--- config.mk ---
export PLATFORM = sky130hd
export DESIGN_NAME = host_irq_status
export DESIGN_NICKNAME = d
export VERILOG_FILES = /design/src/rtl/hist_pkg.sv /design/src/rtl/hist_db_flag.sv /design/src/rtl/hist_reply_detect.sv /design/src/rtl/hist_irq_out.sv /design/src/rtl/host_irq_status.sv
export SDC_FILE = /design/constraint.sdc
export NUM_CORES = 1
export LEC_CHECK = 0
export BUFFER_PORTS_ARGS = -buffer_cell sky130_fd_sc_hd__clkbuf_2
export CAP_MARGIN = 20
export CORE_MARGIN = 2
export CORE_UTILIZATION = 23
export CTS_CLUSTER_SIZE = 16
export DETAILED_ROUTE_END_ITERATION = 8
export PLACE_DENSITY = 0.84
export SETUP_SLACK_MARGIN = 0.5
export SYNTH_ARGS = -nofsm -noshare
export SYNTH_HDL_FRONTEND = slang
export SYNTH_SLANG_ARGS = --single-unit
export TNS_END_PERCENT = 30
--- constraint.sdc ---
create_clock -name clk -period 1 [get_ports clk]
set_input_delay 0.1 -clock clk [delete_from_list [all_inputs] [get_ports clk]]
set_output_delay 0.1 -clock clk [all_outputs]
set_load 0.02 [all_outputs]
--- src/rtl/hist_pkg.sv ---
package hist_pkg;
  localparam int STAT_W  = 32;
  localparam int DB_BIT  = 0;
  localparam int RPL_BIT = 3;
  localparam int INB_BIT = 31;
endpackage

--- src/rtl/hist_db_flag.sv ---
module hist_db_flag (
  input  logic clk,
  input  logic rst,
  input  logic set_i,
  input  logic clr_i,
  output logic flag_o
);
  always_ff @(posedge clk) begin
    if (rst)        flag_o <= 1'b0;
    else if (set_i) flag_o <= 1'b1;
    else if (clr_i) flag_o <= 1'b0;
  end

  // a set is never lost, even alongside a clear
  p_set_wins_r6: assert property (@(posedge clk) disable iff (rst)
    set_i |=> flag_o);
  // a clear on its own drops the flag
  p_clear_r7: assert property (@(posedge clk) disable iff (rst)
    (clr_i && !set_i) |=> !flag_o);
  // sticky while neither strobe is active
  p_hold_r6: assert property (@(posedge clk) disable iff (rst)
    (!set_i && !clr_i) |=> $stable(flag_o));
endmodule

--- src/rtl/hist_reply_detect.sv ---
module hist_reply_detect #(
  parameter int IDX_W = 16
) (
  input  logic             alt_mode,
  input  logic             reply_empty,
  input  logic [IDX_W-1:0] host_idx,
  input  logic [IDX_W-1:0] reply_wptr,
  output logic             reply_pend
);
  logic fifo_view, idx_view;
  always_comb begin
    fifo_view  = ~reply_empty;
    idx_view   = (host_idx != reply_wptr);
    reply_pend = alt_mode ? idx_view : fifo_view;
  end
endmodule

--- src/rtl/hist_irq_out.sv ---
module hist_irq_out #(
  parameter int W = 32
) (
  input  logic         clk,
  input  logic         rst,
  input  logic [W-1:0] stat_i,
  input  logic [W-1:0] mask_i,
  output logic         irq_n
);
  logic live;
  always_comb live = |(stat_i & ~mask_i);

  always_ff @(posedge clk) begin
    if (rst) irq_n <= 1'b1;
    else     irq_n <= ~live;
  end

  // the line only falls after an unmasked source was seen
  p_irq_fall_r9: assert property (@(posedge clk) disable iff (rst)
    $fell(irq_n) |-> $past(live));
  // the line only rises after every unmasked source was gone
  p_irq_rise_r9: assert property (@(posedge clk) disable iff (rst)
    $rose(irq_n) |-> !$past(live));
endmodule

--- src/rtl/host_irq_status.sv ---
module host_irq_status
  import hist_pkg::*;
#(
  parameter int IDX_W = 16
) (
  input  logic              clk,
  input  logic              rst,
  input  logic              proc_db_wr,
  input  logic              host_wr,
  input  logic              inb_pending,
  input  logic              alt_mode,
  input  logic              reply_empty,
  input  logic [IDX_W-1:0]  host_idx,
  input  logic [IDX_W-1:0]  reply_wptr,
  input  logic [STAT_W-1:0] irq_mask,
  output logic [STAT_W-1:0] status,
  output logic              irq_n
);
  logic db_flag, reply_pend;

  hist_db_flag u_db (
    .clk(clk), .rst(rst), .set_i(proc_db_wr), .clr_i(host_wr), .flag_o(db_flag)
  );

  hist_reply_detect #(.IDX_W(IDX_W)) u_rpl (
    .alt_mode(alt_mode), .reply_empty(reply_empty),
    .host_idx(host_idx), .reply_wptr(reply_wptr), .reply_pend(reply_pend)
  );

  always_comb begin
    status          = '0;
    status[DB_BIT]  = db_flag;
    status[RPL_BIT] = reply_pend;
    status[INB_BIT] = inb_pending;
  end

  hist_irq_out #(.W(STAT_W)) u_irq (
    .clk(clk), .rst(rst), .stat_i(status), .mask_i(irq_mask), .irq_n(irq_n)
  );
endmodule

# Yosys cells after proc, flatten, opt, wreduce, memory -nomap -nowiden
# Index checks and enable logic that the tools add are counted.
dict set report op_classes {
  add_sub_neg 0
  multipliers 0
  n_div 0
  order_cmp 0
  n_eq_ne 1
  shifts 0
  muxes 3
  bitwise_logic 4
  n_reduce_logical 2
}
# cell count
set ops {}
lappend ops {{$and A32 B32 Y32} 1}
lappend ops {{$not A32 Y32} 1}
lappend ops {{$reduce_or A32 Y1} 1}
lappend ops {{$ne A16 B16 Y1} 1}
lappend ops {{$mux W1} 3}
lappend ops {{$not A1 Y1} 2}
lappend ops {{$reduce_bool A2 Y1} 1}
dict set report word_totals {
  regBits 2
  latch_bits 0
  ramBits 0
  romBits 0
  in_bits 71
  output_inout_bits 33
  wordCells 12
  mem_count 0
}

# Longest topological paths before layout
# Gate-level depths: netlist of the first run.
dict set report logic_depth {
  depth_word 5
  depth_mapped 5
  mapped_depth_nobuf 4
}

# Modules after synthesis
# From an unflattened synthesis of the first run, not the netlist that was laid out.
dict set report hier_totals {
  hier_cells 113
  hier_area_um2 739.5
}
# module n_inst cells_each area_each_um2 seq_area_each_um2
set modules_own_cells {}
lappend modules_own_cells {hist_irq_out 1 54 275.3 20.0}
lappend modules_own_cells {host_irq_status 1 33 244.0 0.0}
lappend modules_own_cells {hist_reply_detect 1 22 181.4 0.0}
lappend modules_own_cells {hist_db_flag 1 4 38.8 20.0}

# Least setup slack after synthesis of the first run
# OpenSTA, ideal clock, no wires.
dict set report synth_timing {
  path_kind {input port to output port}
  startpoint {in reply_wptr[2]}
  endpoint {out status[3]}
  arrival_ps 925
  required_time_ps 900
  slack_ps -25
  path_stages 5
  path_buffers 1
  cell_sequence {xor2_1 nor4_2 and3_2 a21oi_1 buf_4}
}
dict set report synth_between {
  elab_chain_len 2
}
# item line_no
set synth_rtl {}
lappend synth_rtl {{start, declared} host_irq_status.sv:14} ;# input logic [IDX_W-1:0] reply_wptr,
lappend synth_rtl {{$ne A16 B16 Y1} hist_reply_detect.sv:13} ;# idx_view = (host_idx != reply_wptr);
lappend synth_rtl {{$mux W1} hist_reply_detect.sv:14} ;# reply_pend = alt_mode ? idx_view : fifo_view;
lappend synth_rtl {{end, declared} host_irq_status.sv:16} ;# output logic [STAT_W-1:0] status,
# No other way between the ends.

# Worst setup path after layout of the first run
dict set report layout_timing {
  startpoint {in reply_wptr[7]}
  endpoint {out status[3]}
}
# Same word-level chain as after synthesis.

==> report_table.html, run 1 <==
<table>
<tr><th>Metric</th><th>Value</th></tr>
<tr><th colspan="2">Run status</th></tr>
<tr><td>Result of the run</td><td>complete, but fails checks</td></tr>
<tr><td>Failing checks</td><td>negative setup slack</td></tr>
<tr><th colspan="2">Clock network</th></tr>
<tr><td>Total clock buffers created by CTS</td><td>3</td></tr>
<tr><td>Register clock-pin slew on the reported worst setup and hold paths</td><td>~30 ps</td></tr>
<tr><td>Worst skew pair latency</td><td>roughly 220 ps</td></tr>
<tr><td>CTS max path bufs</td><td>2</td></tr>
<tr><td>H-tree depth</td><td>1</td></tr>
<tr><td>CTS tree</td><td>built</td></tr>
<tr><td>Clock Tree Root</td><td>sky130_fd_sc_hd__clkbuf_4</td></tr>
<tr><td>Sinks on the clock net</td><td>2</td></tr>
<tr><th colspan="2">STA</th></tr>
<tr><td>Count of final max-slew check failures</td><td>0</td></tr>
<tr><td>Post-route fraction of the period consumed by the critical path</td><td>121%</td></tr>
<tr><td>Setup repair after global routing missed its margin</td><td>true</td></tr>
<tr><td>Hold Slack</td><td>95.5 ps</td></tr>
<tr><td>Final clock skew</td><td>0.0969 ps</td></tr>
<tr><td>Final worst-path setup slack</td><td>-208 ps</td></tr>
<tr><td>Post-layout min period</td><td>about 1200 ps</td></tr>
<tr><td>Final Hold Fails</td><td>0</td></tr>
<tr><td>Setup-violating endpoint count in the final report</td><td>2</td></tr>
<tr><td>Maximum clock frequency</td><td>between 0.8 and 0.9 GHz</td></tr>
<tr><th colspan="2">Final layout</th></tr>
<tr><td>Leading cell type in the layout, fill and taps excluded</td><td>sky130_fd_sc_hd__clkbuf_2</td></tr>
<tr><td>Multi-input gate area in the final layout</td><td>about 370 um^2</td></tr>
<tr><td>Sequential standard cell area</td><td>43.8 um^2</td></tr>
<tr><td>Final non-filler cell total</td><td>144</td></tr>
<tr><td>Summed area of non-filler cells in the final layout</td><td>approximately 750 um^2</td></tr>
<tr><td>Layout cells sized above 1</td><td>50.9%</td></tr>
<tr><td>Filler cell count in the final layout</td><td>~260</td></tr>
<tr><td>Count of antenna diodes in the layout</td><td>0</td></tr>
<tr><td>Leading cell types in the layout, fill and taps excluded</td><td>42 x sky130_fd_sc_hd__clkbuf_2, 29 x sky130_fd_sc_hd__conb_1, 10 x sky130_fd_sc_hd__xnor2_1</td></tr>
<tr><td>Area delta synth-&gt;final</td><td>40.0%</td></tr>
<tr><td>Final net count</td><td>189</td></tr>
<tr><th colspan="2">Worst setup path</th></tr>
<tr><td>Bufs and invs on worst path</td><td>2</td></tr>
<tr><td>Depth of the most critical reg-to-reg path</td><td>2</td></tr>
<tr><td>CP top delay family</td><td>simple AND/OR/NAND/NOR gates</td></tr>
<tr><td>Worst Setup Start Kind</td><td>input pin</td></tr>
<tr><td>Reg2Reg Setup Slack</td><td>180 ps</td></tr>
<tr><td>Critical register-to-register path startpoint</td><td>u_db.flag_o$_SDFFE_PP0P_</td></tr>
<tr><td>End of the worst register-to-register path</td><td>u_irq.irq_n$_SDFF_PP1_</td></tr>
<tr><td>Ordered cell list for the critical path</td><td>clkbuf_2, xor2_1, nor4_2, and3_4, a21oi_1, buf_2</td></tr>
<tr><td>Data arrival time at the worst-slack endpoint</td><td>between 1000 and 1500 ps</td></tr>
<tr><td>Highest fanout seen on the critical path</td><td>2</td></tr>
<tr><td>Start-to-end type of the worst setup path</td><td>in -&gt; out</td></tr>
<tr><td>Slowest cell on crit path</td><td>sky130_fd_sc_hd__nor4_2</td></tr>
<tr><td>Largest stage delay on the critical path</td><td>320 ps</td></tr>
<tr><td>Required @ worst endpoint</td><td>900 ps</td></tr>
<tr><td>Sort of element at the end of the critical path</td><td>output pin</td></tr>
<tr><th colspan="2">Power and ir drop</th></tr>
<tr><td>Total power per unit cell area</td><td>just under 800 mW/mm^2</td></tr>
<tr><td>Switching power</td><td>237 uW</td></tr>
<tr><td>Peak supply drop</td><td>between 0.0002 and 0.00025 V</td></tr>
<tr><td>Combinational fraction of design power</td><td>55.3%</td></tr>
<tr><td>Leak pwr</td><td>about 0.43 nW</td></tr>
<tr><td>Clock power share</td><td>29.3%</td></tr>
<tr><td>Share of power burned in registers</td><td>15.4%</td></tr>
<tr><td>Final Total Pwr</td><td>598 uW</td></tr>
<tr><td>Internal Pwr Total</td><td>361 uW</td></tr>
<tr><td>Switch share</td><td>39.6%</td></tr>
<tr><th colspan="2">Place</th></tr>
<tr><td>DP Wirelength</td><td>994 um</td></tr>
<tr><td>Placed Cells incl. Taps</td><td>140</td></tr>
<tr><td>Placed Instance Area</td><td>686 um^2</td></tr>
<tr><td>Final GP Congestion</td><td>a little over 0.6</td></tr>
<tr><td>Setup slack after placement</td><td>-184 ps</td></tr>
<tr><td>Input/output buffers</td><td>45</td></tr>
<tr><th colspan="2">Floorplanning</th></tr>
<tr><td>Number of ports placed on the die boundary</td><td>104</td></tr>
<tr><td>Core area</td><td>0.00221 mm^2</td></tr>
<tr><td>Full die area</td><td>0.00274 mm^2</td></tr>
<tr><td>Total number of placement rows</td><td>17</td></tr>
<tr><td>Width of the die</td><td>52.4 um</td></tr>
<tr><td>Initial standard-cell utilization of the core</td><td>24.3%</td></tr>
<tr><td>Die height</td><td>52.4 um</td></tr>
<tr><th colspan="2">Global routing</th></tr>
<tr><td>Overflow left after global routing</td><td>0</td></tr>
<tr><td>Pin count of the biggest net entering global routing</td><td>4</td></tr>
<tr><td>Number of antenna violations at the first check in global routing</td><td>0</td></tr>
<tr><td>First-pass GRT wire length</td><td>1.44 mm</td></tr>
<tr><td>Via count of the first global-routing pass</td><td>384</td></tr>
<tr><td>Total routing usage reported by global routing</td><td>~7.6%</td></tr>
<tr><th colspan="2">Logic synthesis</th></tr>
<tr><td>Number of unique standard cell types used by synthesis</td><td>17</td></tr>
<tr><td>Portion of the post-synthesis area used by sequential elements</td><td>under 10%</td></tr>
<tr><td>Synthesis Warnings</td><td>0</td></tr>
<tr><td>Average cell area after synthesis</td><td>7.91 um^2</td></tr>
<tr><td>Number of synthesized register bits</td><td>2</td></tr>
<tr><td>Total standard cell area after synthesis</td><td>538 um^2</td></tr>
<tr><td>Gate count of the mapped netlist</td><td>68</td></tr>
<tr><th colspan="2">Drt</th></tr>
<tr><td>Vias per inst</td><td>roughly 3.5</td></tr>
<tr><td>Count of routing violations after the opening detailed-route iteration</td><td>1</td></tr>
<tr><td>Total wire length after detailed routing</td><td>1.10 mm</td></tr>
<tr><td>Via Count</td><td>a little over 500</td></tr>
<tr><td>Average detailed-routed wire length per instance</td><td>7.61 um</td></tr>
<tr><td>Initial DRT Pass Iterations</td><td>2</td></tr>
<tr><td>Remaining antenna violation count</td><td>0</td></tr>
<tr><td>DRC violation count after routing</td><td>0</td></tr>
<tr><th colspan="2">Min path</th></tr>
<tr><td>Tightest Hold Check Type</td><td>in -&gt; reg</td></tr>
<tr><td>Worst Hold Depth</td><td>3</td></tr>
<tr><td>Start point of the worst hold path</td><td>proc_db_wr</td></tr>
<tr><td>Hold endpoint</td><td>u_db.flag_o$_SDFFE_PP0P_</td></tr>
<tr><th colspan="2">Flow run</th></tr>
<tr><td>Max Cap Viol</td><td>0</td></tr>
</table>
==> registers in the layout, summed over array words and instances (netlist names) <==
| name | flops |
|---|---|
| u_db.flag_o | 1 |
| u_irq.irq_n | 1 |
==> worst max path at each step <==
stage,start,endpoint,slack [ps],depth (start not counted)
global placement,reply_wptr[2],status[3],-180,6
detailed placement,reply_wptr[2],status[3],-180,6
finish,reply_wptr[7],status[3],-210,6
CTS,host_idx[2],status[3],-190,6
global route,reply_wptr[7],status[3],-260,6
floorplan,reply_wptr[2],status[3],-30,5
==> cells in the mapped netlist (all sizes together) <==
master	number	share of area, %
inv	3	2.1
buf	32	45
or3	1	1.2
a21oi	2	1.9
a31o	1	1.6
xnor2	11	18
nor4	2	4.7
a22oi	1	1.4
dfxtp	2	7.4
and3	1	1.4
xor2	5	8.1
nor2b	1	1.2
o221a	1	2.1
nor2	1	0.70
nand4	2	2.3
conb	1	0.70
nand2	1	0.70
==> area by class of cell <==
class                           instances  share of cell area [%]
Inverter                                3                    1.50
Timing Repair Buffer                   49                    36.4
Clock buffer                            3                    2.99
Tap cell                               28                    4.65
Sequential cell                         2                    5.81
Multi-Input combinational cell         59                    48.7
==> what timing repair did <==
| item | CTS | global route |
|---|---|---|
| endpoints found under the setup margin | 5 | 5 |
| pin swaps | 4 | 3 |
| setup buffers | 0 | 1 |
| hold buffers | 0 | 0 |
| resized for setup | 6 | 5 |
==> stage by stage <==
step                      utilization (%)  setup TNS [ps]
after global routing                 34.0            -379
final                                34.0            -263
after CTS                            33.0            -192
after detailed placement             31.0            -358
after global placement               31.0            -333
after floorplan                         -           -25.5
==> cell families after synthesis <==
| kind of cell | count (synthesis) | share of synthesized area (%) |
|---|---|---|
| AO/OA/AOI/OAI | 5 | 6.98 |
| XOR/XNOR | 16 | 26.0 |
| buffers and inverters | 35 | 46.7 |
| flip-flops | 2 | 7.44 |
| other | 1 | 0.697 |
| AND/OR/NAND/NOR | 9 | 12.1 |
==> worst min-delay path, stage by stage <==
cell	delay (ps)
sky130_fd_sc_hd__clkbuf_2	80
sky130_fd_sc_hd__a21oi_2	30
sky130_fd_sc_hd__nor2_1	60
==> metal layers <==
metal  vias to the layer above  wire length [um]  GRT usage, %
met3                         2               137          1.71
met1                       214               334          7.69
met5                         -                 0             0
met2                        40               605          12.5
met4                         0                19          7.69
li1                        255                 -             -
==> power groups by stage <==
stage	Sequential, mW	Clock, mW	Combinational (mW)
global placement	0.0913	0	0.307
global route	0.0932	0.201	0.361
CTS	0.0925	0.192	0.322
detailed placement	0.0915	0	0.309
finish	0.0922	0.175	0.331
floorplan	0.0971	0	0.282
No activity file was read; power rests on OpenSTA's default activity.
==> run 2: changes to the inputs <==
--- a/config.mk
+++ b/config.mk
@@ -5,13 +5,14 @@
 export SDC_FILE = /design/constraint.sdc
 export NUM_CORES = 1
 export LEC_CHECK = 0
+export ABC_AREA = 1
 export BUFFER_PORTS_ARGS = -buffer_cell sky130_fd_sc_hd__clkbuf_2
 export CAP_MARGIN = 20
 export CORE_MARGIN = 2
-export CORE_UTILIZATION = 23
+export CORE_UTILIZATION = 25
 export CTS_CLUSTER_SIZE = 16
 export DETAILED_ROUTE_END_ITERATION = 8
-export PLACE_DENSITY = 0.84
+export PLACE_DENSITY = 0.82
 export SETUP_SLACK_MARGIN = 0.5
 export SYNTH_ARGS = -nofsm -noshare
 export SYNTH_HDL_FRONTEND = slang
==> report_table.html, run 2 <==
<table>
<tr><th>Metric</th><th>Value</th></tr>
<tr><th colspan="2">Place</th></tr>
<tr><td>Input/output buffers</td><td>45 (unchanged)</td></tr>
<tr><td>Placed Instance Area</td><td>797 um^2 (was 686 um^2)</td></tr>
<tr><td>Setup slack after placement</td><td>-92.5 ps (was -184 ps)</td></tr>
<tr><td>Placed Cells incl. Taps</td><td>199 (was 140)</td></tr>
<tr><td>Final GP Congestion</td><td>0.639 (was 0.606)</td></tr>
<tr><td>DP Wirelength</td><td>1.25 mm (was 994 um)</td></tr>
<tr><th colspan="2">Logic synthesis</th></tr>
<tr><td>Cell taking the most area after synthesis</td><td>sky130_fd_sc_hd__buf_4 (unchanged)</td></tr>
<tr><td>Number of synthesized register bits</td><td>2 (unchanged)</td></tr>
<tr><td>Number of flops mapped to enable cells by yosys</td><td>0 (unchanged)</td></tr>
<tr><td>Average cell area after synthesis</td><td>5.20 um^2 (was 7.91 um^2)</td></tr>
<tr><td>Number of unique standard cell types used by synthesis</td><td>13 (was 17)</td></tr>
<tr><td>Top-count cell post-synth</td><td>sky130_fd_sc_hd__nand2_1 (was sky130_fd_sc_hd__buf_4)</td></tr>
<tr><td>Share of the synthesized area in the top cell type</td><td>36.4% (was 44.7%)</td></tr>
<tr><td>Ys flop type</td><td>sky130_fd_sc_hd__dfxtp_1 (unchanged)</td></tr>
<tr><td>List of most frequent post-synthesis cells</td><td>39 x sky130_fd_sc_hd__nand2_1, 32 x sky130_fd_sc_hd__buf_4, 28 x sky130_fd_sc_hd__inv_1, 14 x sky130_fd_sc_hd__nor2_1, 3 x sky130_fd_sc_hd__nand3_1 (was 32 x sky130_fd_sc_hd__buf_4, 11 x sky130_fd_sc_hd__xnor2_1, 5 x sky130_fd_sc_hd__xor2_1, 3 x sky130_fd_sc_hd__inv_1)</td></tr>
<tr><td>Portion of the post-synthesis area used by sequential elements</td><td>6.06% (was 7.44%)</td></tr>
<tr><td>Synthesis Warnings</td><td>0 (unchanged)</td></tr>
<tr><td>Top post-synthesis cells by area</td><td>sky130_fd_sc_hd__buf_4 36%, sky130_fd_sc_hd__nand2_1 22%, sky130_fd_sc_hd__inv_1 16% (was sky130_fd_sc_hd__buf_4 45%, sky130_fd_sc_hd__xnor2_1 18%, sky130_fd_sc_hd__xor2_1 8.1%)</td></tr>
<tr><td>Share of async-settable or async-resettable flops after synthesis</td><td>0% (unchanged)</td></tr>
<tr><td>Total standard cell area after synthesis</td><td>661 um^2 (was 538 um^2)</td></tr>
<tr><td>Gate count of the mapped netlist</td><td>127 (was 68)</td></tr>
<tr><th colspan="2">Global routing</th></tr>
<tr><td>Total routing usage reported by global routing</td><td>10.1% (was 7.63%)</td></tr>
<tr><td>Number of antenna violations at the first check in global routing</td><td>0 (unchanged)</td></tr>
<tr><td>Pin count of the biggest net entering global routing</td><td>3 (was 4)</td></tr>
<tr><td>Via count of the first global-routing pass</td><td>665 (was 384)</td></tr>
<tr><td>Overflow left after global routing</td><td>0 (unchanged)</td></tr>
<tr><td>First-pass GRT wire length</td><td>2.47 mm (was 1.44 mm)</td></tr>
<tr><th colspan="2">Clock network</th></tr>
<tr><td>CTS max path bufs</td><td>2 (unchanged)</td></tr>
<tr><td>Register clock-pin slew on the reported worst setup and hold paths</td><td>30 ps (about the same)</td></tr>
<tr><td>Sinks on the clock net</td><td>2 (unchanged)</td></tr>
<tr><td>Total clock buffers created by CTS</td><td>3 (unchanged)</td></tr>
<tr><td>Clock Tree Root</td><td>sky130_fd_sc_hd__clkbuf_4 (unchanged)</td></tr>
<tr><td>CTS tree</td><td>built (unchanged)</td></tr>
<tr><td>H-tree depth</td><td>1 (unchanged)</td></tr>
<tr><td>Worst skew pair latency</td><td>230 ps (was 220 ps)</td></tr>
<tr><th colspan="2">Run status</th></tr>
<tr><td>Failing checks</td><td>negative setup slack (unchanged)</td></tr>
<tr><td>Result of the run</td><td>complete, but fails checks (unchanged)</td></tr>
<tr><th colspan="2">Worst setup path</th></tr>
<tr><td>End of the worst register-to-register path</td><td>u_irq.irq_n$_SDFF_PP1_ (unchanged)</td></tr>
<tr><td>Start-to-end type of the worst setup path</td><td>in -&gt; out (unchanged)</td></tr>
<tr><td>Highest fanout seen on the critical path</td><td>2 (unchanged)</td></tr>
<tr><td>Worst Setup Start Kind</td><td>input pin (unchanged)</td></tr>
<tr><td>Required @ worst endpoint</td><td>900 ps (about the same)</td></tr>
<tr><td>Critical register-to-register path startpoint</td><td>u_db.flag_o$_SDFFE_PP0P_ (unchanged)</td></tr>
<tr><td>CP Launch Point</td><td>host_idx[4] (was reply_wptr[7])</td></tr>
<tr><td>Depth of the most critical reg-to-reg path</td><td>5 (was 2)</td></tr>
<tr><td>Reg2Reg Setup Slack</td><td>180 ps (about the same)</td></tr>
<tr><td>Data arrival time at the worst-slack endpoint</td><td>990 ps (was 1110 ps)</td></tr>
<tr><td>Sort of element at the end of the critical path</td><td>output pin (unchanged)</td></tr>
<tr><th colspan="2">Final layout</th></tr>
<tr><td>Largest registers</td><td>u_db.flag_o (1), u_irq.irq_n (1) (unchanged)</td></tr>
<tr><td>Leading cell types in the layout, fill and taps excluded</td><td>34 x sky130_fd_sc_hd__nand2_1, 31 x sky130_fd_sc_hd__clkbuf_2, 29 x sky130_fd_sc_hd__conb_1 (was 42 x sky130_fd_sc_hd__clkbuf_2, 29 x sky130_fd_sc_hd__conb_1, 10 x sky130_fd_sc_hd__xnor2_1)</td></tr>
<tr><td>Multi-input gate area in the final layout</td><td>397 um^2 (was 367 um^2)</td></tr>
<tr><td>Final non-filler cell total</td><td>204 (was 144)</td></tr>
<tr><td>Filler cell count in the final layout</td><td>298 (was 257)</td></tr>
<tr><td>Layout cells sized above 1</td><td>39.1% (was 50.9%)</td></tr>
<tr><td>Count of antenna diodes in the layout</td><td>0 (unchanged)</td></tr>
<tr><td>Sequential standard cell area</td><td>41.3 um^2 (was 43.8 um^2)</td></tr>
<tr><td>Leading cell type in the layout, fill and taps excluded</td><td>sky130_fd_sc_hd__nand2_1 (was sky130_fd_sc_hd__clkbuf_2)</td></tr>
<tr><td>Final net count</td><td>247 (was 189)</td></tr>
<tr><td>Area delta synth-&gt;final</td><td>43.6% (was 40.0%)</td></tr>
<tr><td>Summed area of non-filler cells in the final layout</td><td>948 um^2 (was 753 um^2)</td></tr>
<tr><th colspan="2">STA</th></tr>
<tr><td>Hold Slack</td><td>39.6 ps (was 95.5 ps)</td></tr>
<tr><td>Setup-violating endpoint count in the final report</td><td>2 (unchanged)</td></tr>
<tr><td>Count of final max-slew check failures</td><td>0 (unchanged)</td></tr>
<tr><td>Final worst-path setup slack</td><td>-92.1 ps (was -208 ps)</td></tr>
<tr><td>Setup repair after global routing missed its margin</td><td>true (unchanged)</td></tr>
<tr><td>Final Hold Fails</td><td>0 (unchanged)</td></tr>
<tr><td>Sum of negative setup slack</td><td>-139 ps (was -263 ps)</td></tr>
<tr><td>Post-layout min period</td><td>1090 ps (was 1210 ps)</td></tr>
<tr><td>Maximum clock frequency</td><td>0.916 GHz (was 0.828 GHz)</td></tr>
<tr><td>Final clock skew</td><td>0.121 ps (was 0.0969 ps)</td></tr>
<tr><td>Post-route fraction of the period consumed by the critical path</td><td>109% (was 121%)</td></tr>
<tr><th colspan="2">Power and ir drop</th></tr>
<tr><td>Total power per unit cell area</td><td>680 mW/mm^2 (was 794 mW/mm^2)</td></tr>
<tr><td>Leak pwr</td><td>0.650 nW (was 0.428 nW)</td></tr>
<tr><td>Peak supply drop</td><td>0.000296 V (was 0.000235 V)</td></tr>
<tr><th colspan="2">Min path</th></tr>
<tr><td>Start point of the worst hold path</td><td>rst (was proc_db_wr)</td></tr>
<tr><td>Worst Hold Depth</td><td>2 (was 3)</td></tr>
<tr><td>Tightest Hold Check Type</td><td>in -&gt; reg (unchanged)</td></tr>
<tr><td>Hold endpoint</td><td>u_db.flag_o$_SDFFE_PP0P_ (unchanged)</td></tr>
<tr><th colspan="2">Drt</th></tr>
<tr><td>Via Count</td><td>732 (was 511)</td></tr>
<tr><td>Average detailed-routed wire length per instance</td><td>7.26 um (was 7.61 um)</td></tr>
<tr><td>Total wire length after detailed routing</td><td>1.48 mm (was 1.10 mm)</td></tr>
<tr><td>Initial DRT Pass Iterations</td><td>4 (was 2)</td></tr>
<tr><td>Count of routing violations after the opening detailed-route iteration</td><td>19 (was 1)</td></tr>
<tr><td>Vias per inst</td><td>3.59 (was 3.55)</td></tr>
<tr><td>DRC violation count after routing</td><td>0 (unchanged)</td></tr>
<tr><td>Remaining antenna violation count</td><td>0 (unchanged)</td></tr>
<tr><th colspan="2">Floorplanning</th></tr>
<tr><td>Number of ports placed on the die boundary</td><td>104 (unchanged)</td></tr>
<tr><td>Total number of placement rows</td><td>18 (was 17)</td></tr>
<tr><td>Die height</td><td>55.4 um (was 52.4 um)</td></tr>
<tr><td>Core area</td><td>0.00250 mm^2 (was 0.00221 mm^2)</td></tr>
<tr><td>Initial standard-cell utilization of the core</td><td>26.4% (was 24.3%)</td></tr>
<tr><td>Width of the die</td><td>55.4 um (was 52.4 um)</td></tr>
<tr><td>Full die area</td><td>0.00307 mm^2 (was 0.00274 mm^2)</td></tr>
<tr><th colspan="2">Flow run</th></tr>
<tr><td>Max Cap Viol</td><td>0 (unchanged)</td></tr>
</table>
## run 2: cell count changes after synthesis, sizes merged, moves of 2 or more
cell,delta
a21oi,-2
inv,+25
nand2,+38
nand3,+3
nand4,-2
nor2,+13
nor4,-2
or2,+2
xnor2,-9
xor2,-4
## run 2: critical path, cell delays in order
cell and delay, ps:
sky130_fd_sc_hd__buf_6 70, sky130_fd_sc_hd__inv_1 40, sky130_fd_sc_hd__nand2_1 60, sky130_fd_sc_hd__nand2_1 50
sky130_fd_sc_hd__nor2_1 90, sky130_fd_sc_hd__nand2_1 60, sky130_fd_sc_hd__nor2_1 100, sky130_fd_sc_hd__nand3_1 110
sky130_fd_sc_hd__and2_4 180, sky130_fd_sc_hd__buf_8 120
## run 2: kinds of logic (layout without fill, tap and decap cells)
logic type / count (synthesis) / in the layout / synth area share, %
buffers and inverters: 60 / 79 / 52.3
other: 1 / 29 / 0.568
and+or+nand+nor: 59 / 59 / 35.4
AOI/OAI and AO/OA: 2 / 2 / 1.70
xor gates and xnor gates: 3 / 3 / 3.98
DFF: 2 / 2 / 6.06
## run 2: where the power goes
part	switching, mW	internal (mW)	total, mW
combinational	0.213	0.157	0.370
clock	0.0507	0.133	0.183
sequential	0.00403	0.0870	0.0910
## run 2: how the worst max path moves through the flow
stage                           end
after floorplan           status[3]
after global placement    status[3]
after detailed placement  status[3]
after CTS                 status[3]
after global routing      status[3]
final                     status[3]
## run 2: final cells by class
| cell class | count | area share [%] |
|---|---|---|
| repair buffers | 48 | 36.4 |
| clock buffers | 3 | 2.37 |
| flip-flops and latches | 2 | 4.35 |
| inverters | 28 | 11.1 |
| well taps | 30 | 3.96 |
| multi-input cells | 93 | 41.8 |
## run 2: timing repair
item                       4_1_cts  5_1_grt
setup buffers                    2        0
resized for setup                8       29
pin swaps                        3       23
hold buffers                     0        0
setup endpoints to repair        5        5
## run 2: per-stage QoR
step                      utilization [%]  power [mW]
after detailed placement             31.9       0.405
after floorplan                         -       0.391
after global placement               31.9       0.400
final                                37.9       0.645
after global routing                 37.9       0.702
after CTS                            34.5       0.613
## run 2: per-layer routing
layer  wire length (um)  GRT usage (%)  part of all wire (%)  up-vias
met4                 34           5.23                   2.3        0
li1                   -              -                     -      391
met5                  0              0                     0        -
met3                155           3.51                    10        4
met1                475           9.83                    32      295
met2                817           18.5                    55       42
==> run 3: changes to the inputs <==
--- a/config.mk
+++ b/config.mk
@@ -14,6 +14,7 @@
 export DETAILED_ROUTE_END_ITERATION = 8
 export PLACE_DENSITY = 0.82
 export SETUP_SLACK_MARGIN = 0.5
+export SKIP_LAST_GASP = 1
 export SYNTH_ARGS = -nofsm -noshare
 export SYNTH_HDL_FRONTEND = slang
 export SYNTH_SLANG_ARGS = --single-unit
==> report_table.html, run 3 (synthesis results as in run 2) <==
<table>
<tr><th>Metric</th><th>Value</th></tr>
<tr><th colspan="2">Global routing</th></tr>
<tr><td>Overflow left after global routing</td><td>0 (unchanged)</td></tr>
<tr><td>Total routing usage reported by global routing</td><td>9.81% (was 10.1%)</td></tr>
<tr><td>First-pass GRT wire length</td><td>2.42 mm (was 2.47 mm)</td></tr>
<tr><td>Number of antenna violations at the first check in global routing</td><td>0 (unchanged)</td></tr>
<tr><td>Pin count of the biggest net entering global routing</td><td>3 (unchanged)</td></tr>
<tr><td>Via count of the first global-routing pass</td><td>657 (was 665)</td></tr>
<tr><th colspan="2">Drt</th></tr>
<tr><td>Initial DRT Pass Iterations</td><td>4 (unchanged)</td></tr>
<tr><td>Remaining antenna violation count</td><td>0 (unchanged)</td></tr>
<tr><td>Average detailed-routed wire length per instance</td><td>6.99 um (was 7.26 um)</td></tr>
<tr><td>Routed length on met2</td><td>762 um (was 817 um)</td></tr>
<tr><td>Total wire length after detailed routing</td><td>1.43 mm (was 1.48 mm)</td></tr>
<tr><td>DR WL met3</td><td>155 um (unchanged)</td></tr>
<tr><td>DRC violation count after routing</td><td>0 (unchanged)</td></tr>
<tr><td>Count of routing violations after the opening detailed-route iteration</td><td>17 (was 19)</td></tr>
<tr><td>Met1 Routed Length</td><td>474 um (was 475 um)</td></tr>
<tr><td>Via Count</td><td>734 (was 732)</td></tr>
<tr><td>Vias per inst</td><td>3.60 (was 3.59)</td></tr>
<tr><td>Top Layer Used</td><td>met4 (unchanged)</td></tr>
<tr><th colspan="2">Clock network</th></tr>
<tr><td>H-tree depth</td><td>1 (unchanged)</td></tr>
<tr><td>Register clock-pin slew on the reported worst setup and hold paths</td><td>30 ps (about the same)</td></tr>
<tr><td>Worst skew pair latency</td><td>230 ps (about the same)</td></tr>
<tr><td>Clock Tree Root</td><td>sky130_fd_sc_hd__clkbuf_4 (unchanged)</td></tr>
<tr><td>CTS max path bufs</td><td>2 (unchanged)</td></tr>
<tr><td>Sinks on the clock net</td><td>2 (unchanged)</td></tr>
<tr><td>CTS tree</td><td>built (unchanged)</td></tr>
<tr><td>Total clock buffers created by CTS</td><td>3 (unchanged)</td></tr>
<tr><th colspan="2">Run status</th></tr>
<tr><td>Failing checks</td><td>negative setup slack (unchanged)</td></tr>
<tr><td>Result of the run</td><td>complete, but fails checks (unchanged)</td></tr>
<tr><th colspan="2">Power and ir drop</th></tr>
<tr><td>Peak supply drop</td><td>0.000293 V (was 0.000296 V)</td></tr>
<tr><td>Final Total Pwr</td><td>630 uW (was 645 uW)</td></tr>
<tr><td>Total power per unit cell area</td><td>679 mW/mm^2 (was 680 mW/mm^2)</td></tr>
<tr><td>Leak pwr</td><td>0.643 nW (was 0.650 nW)</td></tr>
<tr><th colspan="2">STA</th></tr>
<tr><td>Final Hold Fails</td><td>0 (unchanged)</td></tr>
<tr><td>Final clock skew</td><td>0.749 ps (was 0.121 ps)</td></tr>
<tr><td>Final worst-path setup slack</td><td>-86.1 ps (was -92.1 ps)</td></tr>
<tr><td>Setup repair after global routing missed its margin</td><td>true (unchanged)</td></tr>
<tr><td>Maximum clock frequency</td><td>0.921 GHz (was 0.916 GHz)</td></tr>
<tr><td>Post-route fraction of the period consumed by the critical path</td><td>109% (about the same)</td></tr>
<tr><td>Setup-violating endpoint count in the final report</td><td>2 (unchanged)</td></tr>
<tr><td>Sum of negative setup slack</td><td>-127 ps (was -139 ps)</td></tr>
<tr><td>Count of final max-slew check failures</td><td>0 (unchanged)</td></tr>
<tr><td>Post-layout min period</td><td>1090 ps (about the same)</td></tr>
<tr><th colspan="2">Place</th></tr>
<tr><td>Placed Cells incl. Taps</td><td>199 (unchanged)</td></tr>
<tr><td>Final GP Congestion</td><td>0.639 (unchanged)</td></tr>
<tr><td>Placed Instance Area</td><td>797 um^2 (unchanged)</td></tr>
<tr><td>Input/output buffers</td><td>45 (unchanged)</td></tr>
<tr><td>DP Wirelength</td><td>1.25 mm (unchanged)</td></tr>
<tr><th colspan="2">Worst setup path</th></tr>
<tr><td>Slowest cell on crit path</td><td>sky130_fd_sc_hd__and2_4 (unchanged)</td></tr>
<tr><td>Worst Setup Start Kind</td><td>input pin (unchanged)</td></tr>
<tr><td>End of the worst register-to-register path</td><td>u_irq.irq_n$_SDFF_PP1_ (unchanged)</td></tr>
<tr><td>Highest fanout seen on the critical path</td><td>2 (unchanged)</td></tr>
<tr><td>Sort of element at the end of the critical path</td><td>output pin (unchanged)</td></tr>
<tr><td>Data arrival time at the worst-slack endpoint</td><td>990 ps (about the same)</td></tr>
<tr><td>Reg2Reg Setup Slack</td><td>250 ps (was 180 ps)</td></tr>
<tr><td>Required @ worst endpoint</td><td>900 ps (about the same)</td></tr>
<tr><td>Start-to-end type of the worst setup path</td><td>in -&gt; out (unchanged)</td></tr>
<tr><td>Depth of the most critical reg-to-reg path</td><td>5 (unchanged)</td></tr>
<tr><td>Critical register-to-register path startpoint</td><td>u_db.flag_o$_SDFFE_PP0P_ (unchanged)</td></tr>
<tr><td>Cell mode on critical path</td><td>sky130_fd_sc_hd__nand2_1 (unchanged)</td></tr>
<tr><td>Ordered cell list for the critical path</td><td>buf_6, inv_1, nand2_1, nand2_1, nor2_1, nand2_1, nor2_1, nand3_1, and2_4, buf_8 (unchanged)</td></tr>
<tr><td>Largest stage delay on the critical path</td><td>180 ps (about the same)</td></tr>
<tr><th colspan="2">Floorplanning</th></tr>
<tr><td>Number of ports placed on the die boundary</td><td>104 (unchanged)</td></tr>
<tr><td>Core area</td><td>0.00250 mm^2 (unchanged)</td></tr>
<tr><td>Full die area</td><td>0.00307 mm^2 (unchanged)</td></tr>
<tr><td>Width of the die</td><td>55.4 um (unchanged)</td></tr>
<tr><td>Total number of placement rows</td><td>18 (unchanged)</td></tr>
<tr><td>Initial standard-cell utilization of the core</td><td>26.4% (unchanged)</td></tr>
<tr><td>Die height</td><td>55.4 um (unchanged)</td></tr>
<tr><th colspan="2">Final layout</th></tr>
<tr><td>Leading cell types in the layout, fill and taps excluded</td><td>34 x sky130_fd_sc_hd__nand2_1, 33 x sky130_fd_sc_hd__clkbuf_2, 29 x sky130_fd_sc_hd__conb_1 (was 34 x sky130_fd_sc_hd__nand2_1, 31 x sky130_fd_sc_hd__clkbuf_2, 29 x sky130_fd_sc_hd__conb_1)</td></tr>
<tr><td>Sequential standard cell area</td><td>40.0 um^2 (was 41.3 um^2)</td></tr>
<tr><td>Summed area of non-filler cells in the final layout</td><td>928 um^2 (was 948 um^2)</td></tr>
<tr><td>Multi-input gate area in the final layout</td><td>397 um^2 (unchanged)</td></tr>
<tr><td>Layout cells sized above 1</td><td>37.9% (was 39.1%)</td></tr>
<tr><td>Largest registers</td><td>u_db.flag_o (1), u_irq.irq_n (1) (unchanged)</td></tr>
<tr><td>Final Core Density</td><td>37.1% (was 37.9%)</td></tr>
<tr><td>Area delta synth-&gt;final</td><td>40.5% (was 43.6%)</td></tr>
<tr><td>Filler cell count in the final layout</td><td>298 (unchanged)</td></tr>
<tr><td>Final non-filler cell total</td><td>204 (unchanged)</td></tr>
<tr><td>Final net count</td><td>247 (unchanged)</td></tr>
<tr><td>Leading cell type in the layout, fill and taps excluded</td><td>sky130_fd_sc_hd__nand2_1 (unchanged)</td></tr>
<tr><td>Count of antenna diodes in the layout</td><td>0 (unchanged)</td></tr>
<tr><th colspan="2">Min path</th></tr>
<tr><td>Tightest Hold Check Type</td><td>in -&gt; reg (unchanged)</td></tr>
<tr><td>Worst Hold Depth</td><td>2 (unchanged)</td></tr>
<tr><td>Hold endpoint</td><td>u_db.flag_o$_SDFFE_PP0P_ (unchanged)</td></tr>
<tr><td>Start point of the worst hold path</td><td>rst (unchanged)</td></tr>
<tr><th colspan="2">Flow run</th></tr>
<tr><td>Max Cap Viol</td><td>0 (unchanged)</td></tr>
</table>
run 3: cell types whose count changed in the layout (fill, tap and decap cells not counted):
cell	before	now
sky130_fd_sc_hd__dfxtp_2	1	0
sky130_fd_sc_hd__clkbuf_2	31	33
sky130_fd_sc_hd__inv_2	9	8
sky130_fd_sc_hd__inv_1	19	20
sky130_fd_sc_hd__clkbuf_8	1	0
sky130_fd_sc_hd__buf_8	2	1
sky130_fd_sc_hd__dfxtp_1	1	2
run 3: final cells by class:
cell class | instances | area share [%]
Clock buffer | 3 | 2.43
Inverter | 28 | 11.3
Multi-Input combinational cell | 93 | 42.7
Sequential cell | 2 | 4.31
Tap cell | 30 | 4.04
Timing Repair Buffer | 48 | 35.2
run 3: worst max path at each step:
stage	from	endpoint
global placement	host_idx[5]	status[3]
CTS	host_idx[5]	status[3]
floorplan	reply_wptr[3]	status[3]
finish	host_idx[4]	status[3]
global route	host_idx[12]	status[3]
detailed placement	host_idx[5]	status[3]
run 3: metrics by stage:
| step | worst slack, ps | hold WS (ps) |
|---|---|---|
| after floorplan | 133 | 172 |
| after global placement | -80.1 | 275 |
| after detailed placement | -92.5 | 281 |
| after CTS | -88.3 | 38.9 |
| after global routing | -213 | 42.3 |
| final | -86.1 | 47.2 |
run 3: worst max-delay path, delay by kind of cell:
kind	cells	cell delay [ps]
AND/OR/NAND/NOR	7	650
buffers and inverters	3	230
run 3: timing repair:
action                                 in CTS  in global routing
setup endpoints to repair                   5                  5
endpoints found under the hold margin       0                  0
setup buffers                               2                  0
hold buffers                                0                  0
gates resized for setup                     2                 28
pin swaps                                   0                 20
run 3: power breakdown:
part | total [mW] | internal, mW | switching, mW | leakage (nW)
Sequential | 0.0885 | 0.0863 | 0.00213 | 0.0168
Clock | 0.182 | 0.133 | 0.0498 | 0.0138
Combinational | 0.359 | 0.148 | 0.211 | 0.613
run 3: layer usage:
| layer | global-route usage (%) | vias to the layer above |
|---|---|---|
| met5 | 0 | - |
| met4 | 5.23 | 0 |
| met3 | 3.51 | 4 |
| met2 | 17.5 | 42 |
| met1 | 9.83 | 297 |
| li1 | - | 391 |
